### src/rtl/brf_pkg.sv
package brf_pkg;
  parameter int DATA_W    = 8;
  parameter int NUM_REGS  = 8;
  parameter int NUM_BANKS = 2;
  localparam int IDX_W    = $clog2(NUM_REGS);
  localparam int PAIR_W   = 2 * DATA_W;
  localparam int NUM_RDP  = 4;   // port A, port B, pair low, pair high

  typedef logic [DATA_W-1:0]                 byte_t;
  typedef logic [IDX_W-1:0]                  idx_t;
  typedef logic [PAIR_W-1:0]                 pair_t;
  typedef logic [NUM_REGS-1:0][DATA_W-1:0]   row_t;
endpackage

### src/rtl/brf_bank_ctrl.sv
module brf_bank_ctrl (
  input  logic clk,
  input  logic rst_n,
  input  logic irq_active,
  output logic bank_q
);
  always_ff @(posedge clk or negedge rst_n) begin
    if (!rst_n) bank_q <= 1'b0;
    else        bank_q <= irq_active;
  end

  // the bank follows the interrupt state one edge later
  p_bank_follows_irq_r2: assert property (@(posedge clk) disable iff (!rst_n)
    1'b1 |=> (bank_q == $past(irq_active)));
endmodule

### src/rtl/brf_storage.sv
module brf_storage
  import brf_pkg::*;
(
  input  logic  clk,
  input  logic  rst_n,
  input  logic  bank,
  input  logic  wr_eff,
  input  idx_t  wr_idx,
  input  byte_t wr_data,
  input  logic  inc_en,
  input  idx_t  lo_idx,
  input  idx_t  hi_idx,
  input  pair_t inc_value,
  output row_t  cur_row
);
  byte_t mem [NUM_BANKS][NUM_REGS];

  always_ff @(posedge clk or negedge rst_n) begin
    if (!rst_n) begin
      for (int b = 0; b < NUM_BANKS; b++)
        for (int r = 0; r < NUM_REGS; r++)
          mem[b][r] <= '0;
    end else begin
      if (wr_eff)
        mem[bank][wr_idx] <= wr_data;
      if (inc_en) begin
        mem[bank][lo_idx] <= inc_value[DATA_W-1:0];
        mem[bank][hi_idx] <= inc_value[PAIR_W-1:DATA_W];
      end
    end
  end

  for (genvar r = 0; r < NUM_REGS; r++) begin : g_row
    assign cur_row[r] = mem[bank][r];
  end

  // an accepted write lands in the addressed register
  p_write_commit_r3: assert property (@(posedge clk) disable iff (!rst_n)
    wr_eff |=> (mem[$past(bank)][$past(wr_idx)] == $past(wr_data)));

  // an increment leaves the old pair value plus one
  p_pair_inc_r6: assert property (@(posedge clk) disable iff (!rst_n)
    inc_en |=> ({mem[$past(bank)][$past(hi_idx)], mem[$past(bank)][$past(lo_idx)]}
                == PAIR_W'($past({cur_row[hi_idx], cur_row[lo_idx]}) + 1)));

  // a write never shares an edge with an increment of the same register
  p_no_shared_target_r9: assert property (@(posedge clk) disable iff (!rst_n)
    (wr_eff && inc_en) |-> ((wr_idx != lo_idx) && (wr_idx != hi_idx)));
endmodule

### src/rtl/brf_read_port.sv
module brf_read_port
  import brf_pkg::*;
(
  input  row_t  row,
  input  idx_t  rd_idx,
  input  logic  byp_en,
  input  idx_t  byp_idx,
  input  byte_t byp_data,
  output byte_t rd_data
);
  always_comb begin
    if (byp_en && (byp_idx == rd_idx)) rd_data = byp_data;
    else                               rd_data = row[rd_idx];
  end
endmodule

### src/rtl/brf_pair_unit.sv
module brf_pair_unit
  import brf_pkg::*;
(
  input  idx_t  pair_idx,
  input  byte_t lo_byte,
  input  byte_t hi_byte,
  input  logic  inc_req,
  output idx_t  hi_idx,
  output pair_t pair_val,
  output pair_t inc_val,
  output logic  carry
);
  logic [PAIR_W:0] sum;

  // index arithmetic wraps modulo the register count
  assign hi_idx   = idx_t'((int'(pair_idx) + 1) % NUM_REGS);
  assign pair_val = {hi_byte, lo_byte};
  assign sum      = {1'b0, pair_val} + {{PAIR_W{1'b0}}, 1'b1};
  assign inc_val  = sum[PAIR_W-1:0];
  assign carry    = inc_req & sum[PAIR_W];
endmodule

### src/rtl/banked_regfile.sv
module banked_regfile
  import brf_pkg::*;
(
  input  logic                 clk,
  input  logic                 rst_n,
  input  logic                 irq_active,
  input  logic [IDX_W-1:0]     rd_a_idx,
  input  logic [IDX_W-1:0]     rd_b_idx,
  input  logic                 wr_en,
  input  logic [IDX_W-1:0]     wr_idx,
  input  logic [DATA_W-1:0]    wr_data,
  input  logic [IDX_W-1:0]     pair_idx,
  input  logic                 pair_inc,
  output logic [DATA_W-1:0]    rd_a_data,
  output logic [DATA_W-1:0]    rd_b_data,
  output logic [PAIR_W-1:0]    pair_data,
  output logic                 pair_carry,
  output logic                 bank_active
);
  logic  bank_q;
  idx_t  hi_idx;
  logic  wr_hits_pair;
  logic  wr_eff;
  row_t  cur_row;
  pair_t inc_val;
  idx_t  rd_idx  [NUM_RDP];
  byte_t rd_data [NUM_RDP];

  brf_bank_ctrl u_bank (
    .clk        (clk),
    .rst_n      (rst_n),
    .irq_active (irq_active),
    .bank_q     (bank_q)
  );

  // increment owns both pair registers when it collides with the write port
  assign wr_hits_pair = (wr_idx == pair_idx) || (wr_idx == hi_idx);
  assign wr_eff       = wr_en && !(pair_inc && wr_hits_pair);

  brf_storage u_store (
    .clk       (clk),
    .rst_n     (rst_n),
    .bank      (bank_q),
    .wr_eff    (wr_eff),
    .wr_idx    (wr_idx),
    .wr_data   (wr_data),
    .inc_en    (pair_inc),
    .lo_idx    (pair_idx),
    .hi_idx    (hi_idx),
    .inc_value (inc_val),
    .cur_row   (cur_row)
  );

  assign rd_idx[0] = rd_a_idx;
  assign rd_idx[1] = rd_b_idx;
  assign rd_idx[2] = pair_idx;
  assign rd_idx[3] = hi_idx;

  for (genvar p = 0; p < NUM_RDP; p++) begin : g_rdp
    brf_read_port u_rdp (
      .row      (cur_row),
      .rd_idx   (rd_idx[p]),
      .byp_en   (wr_eff),
      .byp_idx  (wr_idx),
      .byp_data (wr_data),
      .rd_data  (rd_data[p])
    );
  end

  brf_pair_unit u_pair (
    .pair_idx (pair_idx),
    .lo_byte  (rd_data[2]),
    .hi_byte  (rd_data[3]),
    .inc_req  (pair_inc),
    .hi_idx   (hi_idx),
    .pair_val (pair_data),
    .inc_val  (inc_val),
    .carry    (pair_carry)
  );

  assign rd_a_data   = rd_data[0];
  assign rd_b_data   = rd_data[1];
  assign bank_active = bank_q;

  // same-cycle write is seen on both read ports
  p_bypass_a_r4: assert property (@(posedge clk) disable iff (!rst_n)
    (wr_eff && (wr_idx == rd_a_idx)) |-> (rd_a_data == wr_data));
  p_bypass_b_r4: assert property (@(posedge clk) disable iff (!rst_n)
    (wr_eff && (wr_idx == rd_b_idx)) |-> (rd_b_data == wr_data));

  // carry only on an increment of an all-ones pair
  p_carry_all_ones_r7: assert property (@(posedge clk) disable iff (!rst_n)
    pair_carry |-> (pair_inc && (pair_data == {PAIR_W{1'b1}})));
  p_carry_wraps_r7: assert property (@(posedge clk) disable iff (!rst_n)
    (pair_carry && $stable(bank_q) && !irq_active && !bank_q) |=> (cur_row[$past(pair_idx)] == '0));

  // equal indices on both ports give equal data
  p_ports_agree_r10: assert property (@(posedge clk) disable iff (!rst_n)
    (rd_a_idx == rd_b_idx) |-> (rd_a_data == rd_b_data));
endmodule

### config.mk
export PLATFORM = sky130hd
export DESIGN_NAME = banked_regfile
export DESIGN_NICKNAME = d
export VERILOG_FILES = /design/src/rtl/brf_pkg.sv /design/src/rtl/brf_bank_ctrl.sv /design/src/rtl/brf_storage.sv /design/src/rtl/brf_read_port.sv /design/src/rtl/brf_pair_unit.sv /design/src/rtl/banked_regfile.sv
export SDC_FILE = /design/constraint.sdc
export NUM_CORES = 1
export LEC_CHECK = 0
export BUFFER_PORTS_ARGS = -buffer_cell sky130_fd_sc_hd__clkbuf_2
export CAP_MARGIN = 20
export CORE_MARGIN = 2
export CORE_UTILIZATION = 50
export CTS_BUF_LIST = sky130_fd_sc_hd__clkbuf_8
export CTS_CLUSTER_DIAMETER = 30
export CTS_CLUSTER_SIZE = 16
export DETAILED_ROUTE_END_ITERATION = 7
export PLACE_DENSITY = 0.78
export SLEW_MARGIN = 15
export SYNTH_ARGS = -nofsm -noshare
export SYNTH_HDL_FRONTEND = slang
export SYNTH_HIERARCHICAL = 1
export SYNTH_SLANG_ARGS = --single-unit
### constraint.sdc
create_clock -name clk -period 11.33 [get_ports clk]
set_clock_uncertainty 0.15 [all_clocks]
set_input_delay 1.133 -clock clk [delete_from_list [all_inputs] [get_ports clk]]
set_output_delay 1.133 -clock clk [all_outputs]
set_load 0.02 [all_outputs]
==> results_dict.tcl <==
set metrics [dict create \
    status "completed" \
    antenna_found_initial 0 \
    cp.arrival_ps 5550 \
    nNetsFinal 1069 \
    cts_buffers 17 \
    relSlewSlack 0.265 \
    grt_first_pass_wirelength_mm 60.4 \
    multi_input_area_um2 7630 \
    combPwrFrac 0.589 \
    p_int_uw 1660 \
    cts-root-buf "clkbuf_8" \
    cts_sinks 129 \
    yosys.area.top_type "dfrtp_1" \
    dp.cells 1308 \
    crit_path_start "pair_idx[0]" \
    p_leak_uw 0.00460 \
    grt_overflow 0 \
    rsz0062_at_grt "no" \
    ys_ff_latch 129 \
    grt_max_degree 90 \
    tightest_slew_ps 1100 \
    drt.antenna.violating_nets 0 \
    via_per_inst 7.73 \
    cts_resized 0 \
    fp-row-count 55 \
    clock_latency_ps 450 \
    synth.most_common_cell "mux2_2" \
    cts_buffer_depth 2 \
    fp.dieH_um 156 \
    synth_edf_count 0 \
    maxClockFrequency_mhz 146 \
    finalHoldViolCount 0 \
    final-instance-count-excl-fill 1340 \
    dieArea_um2 24400 \
    seqCellArea_um2 3230 \
    start_util 0.510 \
    hp-class "register to register" \
    first_global_vias 10000 \
    cts_tree "yes" \
    die_w_um 156 \
    initialDrtViolationCount 1963 \
    netSwitchingPower_uw 1410 \
    antenna_cells 0 \
    r2r_start "u_bank/bank_q" \
    coreArea_um2 22700 \
    ys_types 56 \
    finalCritPeriodShare 0.603 \
    power.density_nw_per_um2 252 \
    holdBufCountCts 0 \
    worstSetupPathType "input pin to output port" \
    finalSetupViolCount 0 \
    wire_per_inst_um 29.5 \
    swShare 0.458 \
    ys.flop_type "dfrtp_1" \
    synth_top_area_share 0.279 \
    worstSetupEndpointType "output port" \
    path_clk_slew_ps 80 \
    synthTopCellsByCount "mux2_2, dfrtp_1, a22oi_1, o22ai_1, mux2i_1" \
    yosysWarnings 6 \
    io_buffers 58 \
    ios 59 \
    post_cts_buffers 0 \
    hp-start "u_store/mem[122]" \
    dp_hpwl_mm 25.7 \
    synth_area_leaders "dfrtp_1, mux2_2, mux4_1" \
    syn_inst 1068 \
    drc 0 \
    cap_violations 0 \
    async_flop_share 1.00 \
    fin_util 0.537 \
    ys_seq_area_frac 0.279 \
    finalWeightedCongestion 0.951 \
    critPathMaxFanout 32 \
    area_delta_synth_final_pct 5.32 \
    fillers 1901 \
    ir_drop_v 0.000240 \
    syn_nets 1095 \
    startpoint_type "input pin" \
    min_period_ps 6830 \
    worst_ep_required_time_ps 10050 \
    syn-cell-area_um2 11600 \
    layout-drive-gt1-share 0.307 \
    vias 10400 \
    setup_tns_ps 0 \
    routed_wl_mm 39.6 \
    grt_usage 0.326 \
    power_frac_seq 0.259 \
    htree_num_levels 4 \
    slew_viol_final 0 \
    first_pass_iters 8 \
    avgSynthCellArea_um2 10.8 \
    p_clk_frac 0.152 \
]
[final timing paths]
kind	depth (start not counted)	slack [ps]	endpoint
max	12	4500	pair_carry
min	2	410	u_store/mem[122]
max reg2reg	12	6230	u_store/mem[56]
min reg2reg	2	410	u_store/mem[122]
max in group asynchronous	2	8920	u_store/mem[107]
min in group asynchronous	1	590	u_store/mem[9]
[layout make-up]
cell class	count	share of cell area
Multi-Input combinational cell	804	0.626
Clock buffer	21	0.0237
Inverter	8	0.00246
Tap cell	285	0.0293
Timing Repair Buffer	82	0.0390
Sequential cell	129	0.265
Clock inverter	11	0.0145
[routing by layer]
layer  routed length [um]  GRT usage
met4                 2310      0.173
met2                16900      0.484
met5                    0          0
met3                 5720     0.0958
met1                14700      0.429
[layout by cell type, fill, tap and decap left out, drive strengths merged, types with 24 or more instances in the layout]
cell / n
nor2: 31
o22ai: 105
nand2: 50
buf: 26
o21ai: 24
mux2: 151
mux2i: 87
a22oi: 108
mux4: 64
clkbuf: 77
dfrtp: 129
[logic make-up after synthesis]
kind of cell    Yosys count  synth area share
buf+inv                 135            0.0635
flops                   129             0.279
compound gates          304             0.187
xor+xnor                 33            0.0250
mux                     302             0.360
simple gates            163            0.0843
fa+ha+maj                 2           0.00216
[worst max-delay path, cell delays in order]
cell      delay [ps]
clkbuf_2         500
ha_1            1270
xnor2_1          160
nand4_1          140
and3_1           350
nand4_1          420
mux2_2           430
ha_1             210
nand3_1          270
nor2_1           250
and4_1           210
clkbuf_2         180
[state kept, by name (all words and copies together), names as in the netlist]
register       count
u_bank/bank_q      1
u_store/mem      128
[through the flow]
step           instance area (um2)  total power (uW)  hold slack [ps]  setup slack, ps
2_1_floorplan                11600              1980              363             6250
3_3_place_gp                 11700              2480              392             4700
3_5_place_dp                 11700              2510              405             4600
4_1_cts                      12200              2990              417             4590
5_1_grt                      12200              3160              446             4270
6_report                     12200              3070              414             4500
[power groups by stage]
stage / Combinational, uW / Sequential [uW] / Clock, uW
4_1_cts: 1730 / 788 / 467
6_report: 1810 / 795 / 468
2_1_floorplan: 1230 / 752 / 0
5_1_grt: 1850 / 816 / 491
3_5_place_dp: 1720 / 796 / 0
3_3_place_gp: 1690 / 786 / 0
No activity file was read; power rests on OpenSTA's default activity.
